`config.mk`:
```
export PLATFORM = sky130hd
export DESIGN_NAME = shreg_bus_seq
export DESIGN_NICKNAME = d
export VERILOG_FILES = /design/src/rtl/shreg_pkg.sv /design/src/rtl/shreg_ctrl.sv /design/src/rtl/shreg_dp.sv /design/src/rtl/shreg_bus_seq.sv
export SDC_FILE = /design/constraint.sdc
export NUM_CORES = 1
export LEC_CHECK = 0
export ABC_AREA = 1
export ABC_CLOCK_PERIOD_IN_PS = 3530
export BUFFER_PORTS_ARGS = -buffer_cell sky130_fd_sc_hd__buf_2
export CAP_MARGIN = 20
export CORE_MARGIN = 2
export CORE_UTILIZATION = 44
export DETAILED_ROUTE_END_ITERATION = 8
export GPL_TIMING_DRIVEN = 0
export PLACE_DENSITY = 0.82
export SLEW_MARGIN = 10
export SYNTH_ARGS = -nofsm -noshare
export SYNTH_HDL_FRONTEND = slang
export SYNTH_HIERARCHICAL = 1
export SYNTH_SLANG_ARGS = --single-unit
```
`constraint.sdc`:
```
create_clock -name clk -period 3.53 [get_ports clk]
set_input_delay 0.1765 -clock clk [delete_from_list [all_inputs] [get_ports clk]]
set_output_delay 0.1765 -clock clk [all_outputs]
set_load 0.02 [all_outputs]
```
`src/rtl/shreg_pkg.sv`:
```
package shreg_pkg;

  typedef enum logic [3:0] {
    ST_IDLE,
    ST_REQ,
    ST_GNTOK,
    ST_LAUNCH,
    ST_RUN,
    ST_PRECH,
    ST_REL,
    ST_PSTART,
    ST_PRUN,
    ST_DONE
  } seqState_t;

  // control -> datapath strobes
  typedef struct packed {
    logic reqOn;     // request line low after this edge
    logic startOn;   // launch strobe after this edge
    logic doneOn;    // completion pulse after this edge
    logic trackGnt;  // sample grant at this edge
    logic loadWait;  // load precharge counter
    logic stepWait;  // count precharge down
  } seqStrb_t;

  // datapath -> control status
  typedef struct packed {
    logic sharedHit;
    logic refreshDrop;
    logic gntTwice;
    logic waitLast;
    logic sdramOn;
  } dpStat_t;

endpackage

```
`src/rtl/shreg_ctrl.sv`:
```
module shreg_ctrl
  import shreg_pkg::*;
#(
  parameter bit HAS_WAIT = 1'b1
) (
  input  logic     clk,
  input  logic     seqRstN,
  input  logic     accReq,
  input  logic     accEnd,
  input  dpStat_t  stat,
  output seqStrb_t strb
);

  seqState_t state, nxt;

  always_ff @(posedge clk) begin
    if (!seqRstN) state <= ST_IDLE;
    else          state <= nxt;
  end

  always_comb begin
    nxt = state;
    unique case (state)
      ST_IDLE: begin
        if (accReq) begin
          if (stat.refreshDrop)    nxt = ST_DONE;
          else if (stat.sharedHit) nxt = ST_REQ;
          else                     nxt = ST_PSTART;
        end
      end
      ST_REQ:    if (stat.gntTwice) nxt = ST_GNTOK;
      ST_GNTOK:  nxt = ST_LAUNCH;
      ST_LAUNCH: nxt = ST_RUN;
      ST_RUN: begin
        if (accEnd) nxt = (stat.sdramOn && HAS_WAIT) ? ST_PRECH : ST_REL;
      end
      ST_PRECH:  if (stat.waitLast) nxt = ST_REL;
      ST_REL:    nxt = ST_DONE;
      ST_PSTART: nxt = ST_PRUN;
      ST_PRUN:   if (accEnd) nxt = ST_DONE;
      ST_DONE:   nxt = ST_IDLE;
      default:   nxt = ST_IDLE;
    endcase
  end

  always_comb begin
    strb.reqOn    = (nxt == ST_REQ) || (nxt == ST_GNTOK) || (nxt == ST_LAUNCH) ||
                    (nxt == ST_RUN) || (nxt == ST_PRECH);
    strb.startOn  = (nxt == ST_LAUNCH) || (nxt == ST_PSTART);
    strb.doneOn   = (nxt == ST_DONE);
    strb.trackGnt = (state == ST_REQ);
    strb.loadWait = (state == ST_RUN) && (nxt == ST_PRECH);
    strb.stepWait = (state == ST_PRECH);
  end

endmodule

```
`src/rtl/shreg_dp.sv`:
```
module shreg_dp
  import shreg_pkg::*;
#(
  parameter int unsigned ADDR_W        = 32,
  parameter int unsigned REGION_W      = 3,
  parameter int unsigned SHARED_REGION = 2,
  parameter int unsigned WAIT_W        = 4,
  parameter int unsigned PRECH_CYC     = 3
) (
  input  logic              clk,
  input  logic              porRstN,
  input  logic              seqRstN,
  input  logic              cfgWrEn,
  input  logic              cfgShareEn,
  input  logic              cfgSdram,
  input  logic [ADDR_W-1:0] accAddr,
  input  logic              accIsRefresh,
  input  logic              busGntN,
  input  seqStrb_t          strb,
  output dpStat_t           stat,
  output logic              busReqN,
  output logic              accStart,
  output logic              accDone
);

  localparam logic [REGION_W-1:0] SHARED_ID = REGION_W'(SHARED_REGION);
  localparam logic [WAIT_W-1:0]   WAIT_LOAD = WAIT_W'(PRECH_CYC);

  logic                shareEnQ, sdramQ;
  logic                gntPrev;
  logic [WAIT_W-1:0]   waitCnt;
  logic [REGION_W-1:0] regionId;
  logic                unusedAddrBits;

  // configuration: cleared by power-on only
  always_ff @(posedge clk) begin
    if (!porRstN) begin
      shareEnQ <= 1'b0;
      sdramQ   <= 1'b0;
    end else if (cfgWrEn) begin
      shareEnQ <= cfgShareEn;
      sdramQ   <= cfgSdram;
    end
  end

  assign regionId       = accAddr[ADDR_W-1 -: REGION_W];
  assign unusedAddrBits = ^accAddr[ADDR_W-REGION_W-1:0];

  // grant history: one flop of consecutive low samples
  always_ff @(posedge clk) begin
    if (!seqRstN) gntPrev <= 1'b0;
    else          gntPrev <= strb.trackGnt && !busGntN;
  end

  // auto-precharge countdown
  always_ff @(posedge clk) begin
    if (!seqRstN)                           waitCnt <= '0;
    else if (strb.loadWait)                 waitCnt <= WAIT_LOAD;
    else if (strb.stepWait && waitCnt != 0) waitCnt <= waitCnt - 1'b1;
  end

  always_comb begin
    stat.sharedHit   = shareEnQ && (regionId == SHARED_ID);
    stat.refreshDrop = shareEnQ && (regionId == SHARED_ID) && accIsRefresh;
    stat.gntTwice    = strb.trackGnt && !busGntN && gntPrev;
    stat.waitLast    = (waitCnt == WAIT_W'(1));
    stat.sdramOn     = sdramQ;
  end

  // registered outputs
  always_ff @(posedge clk) begin
    if (!seqRstN) begin
      busReqN  <= 1'b1;
      accStart <= 1'b0;
      accDone  <= 1'b0;
    end else begin
      busReqN  <= !strb.reqOn;
      accStart <= strb.startOn;
      accDone  <= strb.doneOn;
    end
  end

endmodule

```
`src/rtl/shreg_bus_seq.sv`:
```
module shreg_bus_seq
  import shreg_pkg::*;
#(
  parameter int unsigned ADDR_W        = 32,
  parameter int unsigned REGION_W      = 3,
  parameter int unsigned SHARED_REGION = 2,
  parameter int unsigned WAIT_W        = 4,
  parameter int unsigned PRECH_CYC     = 3
) (
  input  logic              clk,
  input  logic              porRstN,
  input  logic              softRstN,
  input  logic              cfgWrEn,
  input  logic              cfgShareEn,
  input  logic              cfgSdram,
  input  logic              accReq,
  input  logic [ADDR_W-1:0] accAddr,
  input  logic              accIsRefresh,
  input  logic              accEnd,
  input  logic              busGntN,
  output logic              busReqN,
  output logic              accStart,
  output logic              accDone
);

  localparam bit HAS_WAIT = (PRECH_CYC != 0);

  logic     seqRstN;
  seqStrb_t strb;
  dpStat_t  stat;

  assign seqRstN = porRstN && softRstN;

  shreg_ctrl #(.HAS_WAIT(HAS_WAIT)) u_ctrl (
    .clk     (clk),
    .seqRstN (seqRstN),
    .accReq  (accReq),
    .accEnd  (accEnd),
    .stat    (stat),
    .strb    (strb)
  );

  shreg_dp #(
    .ADDR_W        (ADDR_W),
    .REGION_W      (REGION_W),
    .SHARED_REGION (SHARED_REGION),
    .WAIT_W        (WAIT_W),
    .PRECH_CYC     (PRECH_CYC)
  ) u_dp (
    .clk          (clk),
    .porRstN      (porRstN),
    .seqRstN      (seqRstN),
    .cfgWrEn      (cfgWrEn),
    .cfgShareEn   (cfgShareEn),
    .cfgSdram     (cfgSdram),
    .accAddr      (accAddr),
    .accIsRefresh (accIsRefresh),
    .busGntN      (busGntN),
    .strb         (strb),
    .stat         (stat),
    .busReqN      (busReqN),
    .accStart     (accStart),
    .accDone      (accDone)
  );

endmodule

```
=== Word-level counts from Yosys, hierarchy flattened ===
Cells that the tools add are included.

* Output and inout bits: 3
* Word-level logic and storage cells: 57
* Input bits: 42
* Flip-flop bits (word level): 14

* Equality and inequality tests: 17
* Bitwise operators: 1
* Reduce and logical (&&, ||, !) cells: 18
* Muxes and demuxes: 11
* Add/sub/neg operators: 1

{| class="wikitable"
|+ Operators with widths
! kind !! count
|-
| case mux 4 bit (9 select lines) || 1
|-
| equality test 4 x 3 -> 1 bit, second input constant || 7
|-
| 2-to-1 mux 4 bit || 6
|-
| equality test 4 x 2 -> 1 bit, second input constant || 4
|-
| equality test 4 x 1 -> 1 bit, second input constant || 3
|-
| equality test 4 bit, second input constant || 2
|-
| logical AND 1 bit || 7
|-
| 2-to-1 mux 2 bit || 3
|-
| logical OR 1 bit || 5
|-
| logical NOT 4 bit || 1
|-
| nonzero test 4 bit || 1
|-
| subtractor 4 x 1 -> 4 bit, second input constant || 1
|-
| equality test 3 x 2 -> 1 bit, second input constant || 1
|-
| 2-to-1 mux 3 bit || 1
|-
| logical NOT 1 bit || 2
|-
| nonzero test 2 bit || 1
|-
| OR reduction 2 bit || 1
|-
| NOT 1 bit || 1
|}

=== Longest topological paths before layout ===
Gate-level depths: netlist of run 1.

* Depth in word-level cells: 12
* Mapped depth: 13
* Gate-level depth less buffers: 13

=== Modules after synthesis ===
The synthesis of run 1 kept the hierarchy.

{| class="wikitable"
|+ By module, submodules not included
! module !! times used !! area each (um^2) !! sequential area each (um^2) !! cells an instance
|-
| shreg_dp || 1 || 466.7 || 200.2 || 67
|-
| shreg_ctrl || 1 || 426.7 || 80.1 || 69
|-
| shreg_bus_seq || 1 || 7.5 || 0.0 || 2
|}

=== Worst setup path before layout of run 1 ===
No wires, ideal clock.

* Path kind: register -> register
* Start: reg u_ctrl.state[0]
* End: reg u_dp.accDone
* Setup time: 0.109 ns
* Buffers on the path: 0
* Clock period less this slack: 1.511 ns
* Data required time: 3.421 ns
* Stages on the path, launching flop included: 13
* Data arrival time: 1.402 ns
* Setup slack: 2.019 ns
* Path through: dfxtp_1 -> inv_1 -> nor2_2 -> nand2_1 -> inv_1 -> inv_1 -> nor3b_1 -> nand3b_1 -> nand3_2 -> o21ai_2 -> nor2_2 -> nand2_1 -> inv_1

{| class="wikitable"
|+ RTL lines
! element !! RTL line !! text
|-
| start, declared || shreg_ctrl.sv:14 || <nowiki>seqState_t state, nxt;</nowiki>
|-
| start signal, assigned || shreg_ctrl.sv:18 || <nowiki>else state <= nxt;</nowiki>
|-
| end signal, assigned || shreg_dp.sv:79 || <nowiki>accDone <= strb.doneOn;</nowiki>
|-
| end, declared || shreg_dp.sv:23 || <nowiki>output logic accDone</nowiki>
|}

==> results.sh, run 1 <==
export IMPL_die_x_um=49.3
export IMPL_finalHoldViolations=0
export IMPL_grt_total_usage_pct=16.7
export IMPL_ys_ff_latch=14
export IMPL_ctsRootBufferMaster="clkbuf_4"
export IMPL_critPathRequiredTime_ns=3.77
export IMPL_die_area_um2=2430
export IMPL_core_um2=1940
export IMPL_place_congestion=0.884
export IMPL_cts_tree="built"
export IMPL_final_min_period_over_clock_period_pct=52.1
export IMPL_wirelength_um=1810
export IMPL_crit_arrival_ns=2.08
export IMPL_grt_pass1_wl_um=3190
export IMPL_htree_levels=1
export IMPL_worst_slew_pin_slew_ns=0.311
export IMPL_timing_fmax_ghz=0.543
export IMPL_power_total_mw=0.373
export IMPL_p_leak_nw=0.537
export IMPL_hold_class="in -> reg"
export IMPL_period_needed_ns=1.84
export IMPL_relSlewSlack_pct=79.3
export IMPL_critical_path_slowest_cell="dfxtp_1"
export IMPL_drt_iter0_drc=29
export IMPL_drv_cap=0
export IMPL_finalClockSkew_ns=0.00442
export IMPL_rsz0062_at_grt="no"
export IMPL_cp_cell_sequence="inv_1 -> nor2_2 -> nand2_1 -> inv_1 -> inv_1 -> nor3b_1 -> nand3b_1 -> nand3_2 -> nor2_1 -> nand2_1 -> nand2_1 -> nand2_1 -> nand2_1"
export IMPL_grt_max_degree=9
export IMPL_path_clk_slew_ns=0.09
export IMPL_rows=16
export IMPL_critPathMaxStageDelay_ns=0.39
export IMPL_fin_cells=184
export IMPL_area_delta_synth_final_pct=16.1
export IMPL_avgSynthCellArea_um2=6.53
export IMPL_final_util_pct=53.9
export IMPL_cp_common_cell="nand2_1"
export IMPL_drt_pass1_iter_count=4
export IMPL_dp_hpwl_um=1360
export IMPL_fin_nets=202
export IMPL_synth_nets=182
export IMPL_die_height_um=49.3
export IMPL_crit_type="reg -> reg"
export IMPL_postCtsSetupBuffers=0
export IMPL_drive_gt1_share_pct=26.1
export IMPL_antenna_found_initial=0
export IMPL_cp_end_kind="flop"
export IMPL_numCtsBuffers=3
export IMPL_cts_sinks=14
export IMPL_start_kind="flop"
export IMPL_synth_seq_area_share_pct=31.1
export IMPL_port_buffers=15
export IMPL_diodes=0
export IMPL_cts_resized=0
export IMPL_drv_slew=0
export IMPL_start_util_pct=46.4
export IMPL_drc=0
export IMPL_grt_overflow_total=0
export IMPL_via_per_inst=4.88
export IMPL_grt_pass1_vias=837
export IMPL_ioPinCount=45
export IMPL_totalNegativeSetupSlack_ns=0
export IMPL_syn_inst=138
export IMPL_yosys_warnings=6
export IMPL_insertion_delay_ns=0.29
export IMPL_cts_hold_buf=0
export IMPL_drt_wirelength_per_cell_um=9.82
export IMPL_final_antenna_net_count=0
export IMPL_crit_fanout=6
export IMPL_ctsLongestPathBuffers=2
export IMPL_dpl_cell_count=180
export IMPL_setup_viol=0
export IMPL_status="finished clean"
export IMPL_p_per_area_nw_per_um2=356
export IMPL_dr_total_vias=897
export IMPL_netlist_area_um2=901
export IMPL_synth_distinct_cells=26
export IMPL_ir_worst_vdd_mv=0.176
export IMPL_hold_ws_ns=0.0562
## Yosys cell counts
| library cell | count | area (um2) |
|---|---|---|
| nand2_1 | 24 | 90.1 |
| nor2_1 | 23 | 86.3 |
| inv_1 | 20 | 75.1 |
| dfxtp_1 | 14 | 280 |
| nand3_1 | 14 | 70.1 |
| nand2_2 | 5 | 31.3 |
| nor2_2 | 5 | 31.3 |
| o21ai_0 | 4 | 20.0 |
| a21oi_1 | 3 | 15.0 |
| inv_2 | 3 | 11.3 |
| nor3_1 | 3 | 15.0 |
| a31oi_1 | 2 | 12.5 |
| ha_1 | 2 | 25.0 |
| nand3b_1 | 2 | 15.0 |
| nand4_1 | 2 | 12.5 |
| nor2_4 | 2 | 22.5 |
| and2_1 | 1 | 6.26 |
| buf_2 | 1 | 5.00 |
| buf_4 | 1 | 7.51 |
| nand2_4 | 1 | 11.3 |
| nand3_2 | 1 | 10.0 |
| nand3_4 | 1 | 17.5 |
| nor2b_2 | 1 | 8.76 |
| nor3b_1 | 1 | 7.51 |
| o21ai_1 | 1 | 5.00 |
| o21ai_2 | 1 | 8.76 |
## layout make-up
| type | instances | area, um2 |
|---|---|---|
| Multi-Input combinational cell | 99 | 522 |
| Fill cell | 194 | 896 |
| Tap cell | 27 | 33.8 |
| Buffer | 2 | 12.5 |
| Clock buffer | 4 | 36.3 |
| Inverter | 23 | 86.3 |
| Sequential cell | 14 | 280 |
| Timing Repair Buffer | 15 | 75.1 |
## metrics by stage
step,worst slack (ns),area [um2]
detailed placement,1.78,1010
floorplan,2.02,901
global route,1.46,1050
global placement,1.84,1010
CTS,1.72,1050
finish,1.69,1050
## state kept, by name, indices dropped and copies added (netlist names)
register	count
u_ctrl/state	4
u_dp/accDone	1
u_dp/accStart	1
u_dp/busReqN	1
u_dp/gntPrev	1
u_dp/sdramQ	1
u_dp/shareEnQ	1
u_dp/waitCnt	4
## layer usage
metal | vias up | GRT usage, % | wire [um]
met5 | - | 0 | 0
met4 | 0 | 9.05 | 46
met3 | 7 | 2.76 | 85
met2 | 27 | 30.0 | 869
met1 | 392 | 18.6 | 805
li1 | 471 | - | -
## worst max-delay path: cells and delay by family (launching register included)
| family | cells | cell delay [ns] |
|---|---|---|
| DFF | 1 | 0.39 |
| buffers and inverters | 3 | 0.23 |
| and+or+nand+nor | 10 | 1.16 |
## final timing paths
| check | start | to | slack [ns] | cells after the start |
|---|---|---|---|---|
| setup / recovery | u_ctrl/state[0]$_SDFF_PN0_ | u_dp/busReqN$_SDFF_PN1_ | 1.69 | 13 |
| hold / removal | busGntN | u_dp/gntPrev$_SDFF_PN0_ | 0.06 | 2 |
| setup reg to reg | u_ctrl/state[0]$_SDFF_PN0_ | u_dp/busReqN$_SDFF_PN1_ | 1.69 | 13 |
| hold reg to reg | u_dp/shareEnQ$_SDFFE_PN0P_ | u_dp/shareEnQ$_SDFFE_PN0P_ | 0.52 | 2 |
## cell usage in the layout (no fill, tap or decap), drive strengths merged, types with 2 or more instances in the layout
master | synthesis | routed
nand3b | 2 | 2
buf | 2 | 17
a21oi | 3 | 3
nor3 | 3 | 3
nand4 | 2 | 2
o21ai | 6 | 6
nand2 | 30 | 30
ha | 2 | 2
dfxtp | 14 | 14
nand3 | 16 | 16
inv | 23 | 23
a31oi | 2 | 2
clkbuf | 0 | 4
nor2 | 30 | 30
## logic make-up (layout without fill, tap and decap cells)
family | count (synthesis) | count (layout) | synth area share, %
AO/OA/AOI/OAI | 11 | 11 | 6.80
adder cells (fa/ha/maj) | 2 | 2 | 2.78
buffers and inverters | 25 | 44 | 11.0
flip-flops | 14 | 14 | 31.1
AND/OR/NAND/NOR | 86 | 86 | 48.3
## report_power, final
part	switching, mW	leakage, nW	internal, mW	total (mW)
sequential	0.00599	0.114	0.165	0.171
clock	0.0566	0.0210	0.0629	0.119
combinational	0.0515	0.402	0.0313	0.0828
Power figures use the tool's default switching activity.
==> run 2: changes to the inputs <==
Settings changed: ABC_CLOCK_PERIOD_IN_PS 3530 to 1630, CORE_UTILIZATION 44 to 40, PLACE_DENSITY 0.82 to 0.79.
Clock period 3.53 ns to 1.63 ns, I/O delays scaled along.
==> run 2 against run 1 <==
Die area increased by 9.2%. Combinational power increased by 140%. Critical endpoint unchanged. Critical path depth unchanged. Sequential share of layout area decreased by 1.2 points. Largest power group unchanged. Power increased by 120%.
==> results.sh, run 2 (same netlist as run 1, synthesis figures left out) <==
export IMPL_die_height_um=51.5
export IMPL_worst_slew_pin_slew_ns=0.288
export IMPL_place_congestion=0.865
export IMPL_status="finished clean"
export IMPL_timing_fmax_ghz=0.654
export IMPL_die_x_um=51.5
export IMPL_die_area_um2=2650
export IMPL_relSlewSlack_pct=80.8
export IMPL_grt_pass1_vias=786
export IMPL_setup_viol=0
export IMPL_r2r_setup_slack_ns=0.10
export IMPL_finalClockSkew_ns=0.00453
export IMPL_dr_total_vias=937
export IMPL_core_um2=2170
export IMPL_drc=0
export IMPL_htree_levels=1
export IMPL_cts_sinks=14
export IMPL_hold_class="in -> reg"
export IMPL_dp_slack_ns=-0.0664
export IMPL_critPathRequiredTime_ns=1.85
export IMPL_layout_commonest_cell="nand2_1"
export IMPL_ioPinCount=45
export IMPL_grt_pass1_wl_um=3080
export IMPL_period_needed_ns=1.53
export IMPL_drv_slew=0
export IMPL_diodes=0
export IMPL_drive_gt1_share_pct=32.1
export IMPL_drt_iter0_drc=35
export IMPL_final_min_period_over_clock_period_pct=93.8
export IMPL_crit_fanout=4
export IMPL_ir_worst_vdd_mv=0.347
export IMPL_comb_power_share_pct=24.4
export IMPL_ctsLongestPathBuffers=2
export IMPL_final_util_pct=51.4
export IMPL_internal_power_mw=0.574
export IMPL_fin_nets=207
export IMPL_port_buffers=15
export IMPL_area_delta_synth_final_pct=23.8
export IMPL_p_per_area_nw_per_um2=732
export IMPL_rsz0062_at_grt="yes"
export IMPL_path_clk_slew_ns=0.09
export IMPL_crit_arrival_ns=1.75
export IMPL_cp_common_cell="nand2_1"
export IMPL_mostFrequentLayoutCells="24 x nand2_1, 22 x nor2_1, 18 x inv_1, 16 x buf_2, 14 x nand3_1"
export IMPL_start_util_pct=41.5
export IMPL_setup_slack_ns=0.101
export IMPL_cts_tree="built"
export IMPL_reg_top3="u_ctrl/state x4, u_dp/waitCnt x4"
export IMPL_antenna_found_initial=0
export IMPL_finalHoldViolations=0
export IMPL_insertion_delay_ns=0.27
export IMPL_grt_overflow_total=0
export IMPL_p_sw_mw=0.242
export IMPL_crit_type="reg -> reg"
export IMPL_final_antenna_net_count=0
export IMPL_numCtsBuffers=3
export IMPL_drt_pass1_iter_count=4
export IMPL_grt_total_usage_pct=15.1
export IMPL_critPathMaxStageDelay_ns=0.39
export IMPL_p_sw_share_pct=29.6
export IMPL_cp_cell_sequence="inv_6 -> nor2_4 -> nand2_1 -> inv_1 -> inv_2 -> nor3b_2 -> nand3b_1 -> nand3_2 -> nor2_2 -> nand2_1 -> nand2_1 -> nand2_1 -> nand2_1"
export IMPL_start_kind="flop"
export IMPL_ctsRootBufferMaster="clkbuf_4"
export IMPL_dp_hpwl_um=1360
export IMPL_wirelength_um=1860
export IMPL_rows=17
export IMPL_p_leak_nw=0.564
export IMPL_grt_max_degree=9
export IMPL_pwr_share_clk_pct=30.0
export IMPL_cp_end_kind="flop"
export IMPL_drv_cap=0
export IMPL_drt_wirelength_per_cell_um=9.78
export IMPL_critical_path_slowest_cell="dfxtp_4"
export IMPL_p_seq_share_pct=45.6
export IMPL_via_per_inst=4.93
## run 2: power by group through the flow
stage	sequential, mW	combinational [mW]	clock (mW)
global placement	0.377	0.172	0
detailed placement	0.377	0.176	0
finish	0.372	0.199	0.245
CTS	0.371	0.184	0.253
global route	0.375	0.223	0.268
floorplan	0.381	0.130	0
## run 2: layout make-up
cell class | instances | area, um2
fillers | 214 | 1050
multi-input cells | 99 | 539
flip-flops and latches | 14 | 285
repair buffers | 20 | 115
inverters | 23 | 91.3
clock buffers | 4 | 36.3
well taps | 28 | 35.0
plain buffers | 2 | 12.5
## run 2: timing repair
item	CTS	global route
hold buffers	1	0
hold endpoints to repair	1	0
setup buffers	1	3
gates resized for setup	3	8
pin swaps	1	6
setup endpoints to repair	2	3
## run 2: metal layers
layer	part of all wire, %	GRT usage, %
met4	1.6	5.26
met5	0	0
met3	5.6	1.75
met1	43	18.6
met2	49	26.9
## run 2: critical path: cells and delay by family, from the launching register on
kind	cells	cell delay [ns]
DFF	1	0.39
buffers and inverters	3	0.14
and+or+nand+nor	10	0.95
## run 2: final timing paths
kind | end | start | cells past startpoint
setup / recovery | u_dp/busReqN$_SDFF_PN1_ | u_ctrl/state[0]$_SDFF_PN0_ | 13
hold reg to reg | u_dp/shareEnQ$_SDFFE_PN0P_ | u_dp/shareEnQ$_SDFFE_PN0P_ | 2
setup reg to reg | u_dp/busReqN$_SDFF_PN1_ | u_ctrl/state[0]$_SDFF_PN0_ | 13
hold / removal | u_dp/sdramQ$_SDFFE_PN0P_ | cfgSdram | 3
## run 2: through the flow
stage	cell area, um2	hold WS [ns]	power, mW	setup TNS [ns]	instances
6_report	1110	0.0259	0.816	0	190
4_1_cts	1070	0.0295	0.808	0	187
3_5_place_dp	1010	0.267	0.554	-0.130	181
3_3_place_gp	1010	0.266	0.549	-0.0886	181
2_1_floorplan	901	0.160	0.511	0	138
5_1_grt	1110	0.0470	0.866	-0.0659	190
==> run 3: changes to the inputs <==
Settings changed: CELL_PAD_IN_SITES_DETAIL_PLACEMENT set to 0, CELL_PAD_IN_SITES_GLOBAL_PLACEMENT set to 2, CORE_UTILIZATION 40 to 20, PLACE_DENSITY 0.79 to 0.8, SKIP_CTS_REPAIR_TIMING set to 1.
==> run 3 against run 2 <==
Die area up 91%. Utilization fell by 25 points. Clock power increased by 39%. First-iteration DRC count decreased by 80%.
==> results.sh, run 3 (same netlist as run 1, synthesis figures left out) <==
export IMPL_status="finished clean"
export IMPL_setup_viol=0
export IMPL_grt_total_usage_pct=8.25
export IMPL_drc=0
export IMPL_start_kind="flop"
export IMPL_cp_cell_sequence="nor2_4 -> nand2_1 -> inv_1 -> inv_1 -> nor3b_2 -> nand3b_1 -> nand3_2 -> nor2_2 -> nand2_1 -> nand2_1 -> nand2_1 -> nand2_1"
export IMPL_crit_arrival_ns=1.72
export IMPL_cts_tree="built"
export IMPL_drv_slew=0
export IMPL_drt_wirelength_per_cell_um=8.90
export IMPL_area_delta_synth_final_pct=26.7
export IMPL_grt_pass1_wl_um=3370
export IMPL_timing_fmax_ghz=0.653
export IMPL_critPathMaxStageDelay_ns=0.35
export IMPL_final_util_pct=26.2
export IMPL_grt_max_degree=9
export IMPL_grt_pass1_vias=810
export IMPL_p_leak_nw=0.562
export IMPL_grt_overflow_total=0
export IMPL_drt_iter0_drc=7
export IMPL_fin_nets=205
export IMPL_start_util_pct=20.7
export IMPL_cp_end_kind="flop"
export IMPL_ir_worst_vdd_mv=0.439
export IMPL_layout_commonest_cell="nand2_1"
export IMPL_cts_sinks=14
export IMPL_relSlewSlack_pct=86.1
export IMPL_finalClockSkew_ns=0.00315
export IMPL_antenna_found_initial=0
export IMPL_htree_levels=1
export IMPL_path_clk_slew_ns=0.06
export IMPL_ctsRootBufferMaster="clkbuf_8"
export IMPL_insertion_delay_ns=0.24
export IMPL_numCtsBuffers=3
export IMPL_totalNegativeSetupSlack_ns=0
export IMPL_worst_slew_pin_slew_ns=0.208
export IMPL_rows=24
export IMPL_ctsLongestPathBuffers=2
export IMPL_dp_hpwl_um=1490
export IMPL_critPathRequiredTime_ns=1.82
export IMPL_finalHoldViolations=0
export IMPL_diodes=0
export IMPL_cp_common_cell="nand2_1"
export IMPL_period_needed_ns=1.53
export IMPL_die_height_um=71.1
export IMPL_reg_top3="u_ctrl/state x4, u_dp/waitCnt x4"
export IMPL_die_x_um=71.1
export IMPL_mostFrequentLayoutCells="24 x nand2_1, 22 x nor2_1, 19 x inv_1, 16 x buf_2, 14 x nand3_1"
export IMPL_crit_type="reg -> reg"
export IMPL_ioPinCount=45
export IMPL_die_area_um2=5060
export IMPL_core_um2=4350
export IMPL_p_per_area_nw_per_um2=795
export IMPL_final_min_period_over_clock_period_pct=94.0
export IMPL_final_antenna_net_count=0
export IMPL_hold_path_cell_count=2
export IMPL_wirelength_um=1890
export IMPL_place_congestion=0.771
export IMPL_port_buffers=15
export IMPL_drt_pass1_iter_count=4
export IMPL_rr_worst_depth=12
export IMPL_dr_total_vias=857
export IMPL_drv_cap=0
export IMPL_drive_gt1_share_pct=32.5
export IMPL_hold_class="in -> reg"
export IMPL_critical_path_slowest_cell="dfxtp_2"
export IMPL_crit_fanout=6
export IMPL_via_per_inst=4.04
-- run 3: changes by cell type in the layout (fill, tap and decap cells not counted), sizes merged --
cell,change
dlygate4sd3,-1
buf,-1
-- run 3: worst max-delay path, delay by kind of cell, from the launching register on --
kind	cells	cell delay (ns)
buffers and inverters	2	0.10
DFF	1	0.35
and+or+nand+nor	10	1.03
-- run 3: where the power goes --
group | switching (mW) | internal (mW) | leakage, nW | total, mW
logic | 0.117 | 0.0777 | 0.417 | 0.194
registers | 0.0133 | 0.358 | 0.116 | 0.372
clock network | 0.127 | 0.214 | 0.0288 | 0.341
-- run 3: metrics by stage --
step	power, mW	hold WS (ns)	std cells	instance area, um2	setup WS (ns)
after global placement	0.560	0.280	205	1040	-0.125
final	0.907	0.0447	212	1140	0.0980
after detailed placement	0.558	0.279	205	1040	-0.0786
after floorplan	0.511	0.160	138	901	0.119
after CTS	0.902	0.0207	209	1100	-0.0972
after global routing	0.966	0.0389	212	1140	-0.00730
-- run 3: per-layer routing --
layer  track usage, %  vias to the layer above  share of wire (%)
met3             1.28                        2               0.90
met5                0                        -                  0
met4             3.77                        0                1.4
met1             10.8                      378                 52
li1                 -                      473                  -
met2             13.3                        4                 46
-- run 3: final cells by class --
class,instances,area [um2]
Multi-Input combinational cell,99,539
Tap cell,52,65.1
Buffer,2,12.5
Timing Repair Buffer,18,97.6
Sequential cell,14,285
Clock buffer,4,55.1
Inverter,23,86.3
Fill cell,491,3210
-- run 3: path summary, 6_finish.rpt --
path / start / endpoint / slack, ns
worst max register to register: u_ctrl/state[2]$_SDFF_PN0_ / u_dp/busReqN$_SDFF_PN1_ / 0.1
worst min register to register: u_dp/shareEnQ$_SDFFE_PN0P_ / u_dp/shareEnQ$_SDFFE_PN0P_ / 0.51
worst max-delay path: u_ctrl/state[2]$_SDFF_PN0_ / u_dp/busReqN$_SDFF_PN1_ / 0.1
worst min-delay path: busGntN / u_dp/gntPrev$_SDFF_PN0_ / 0.04
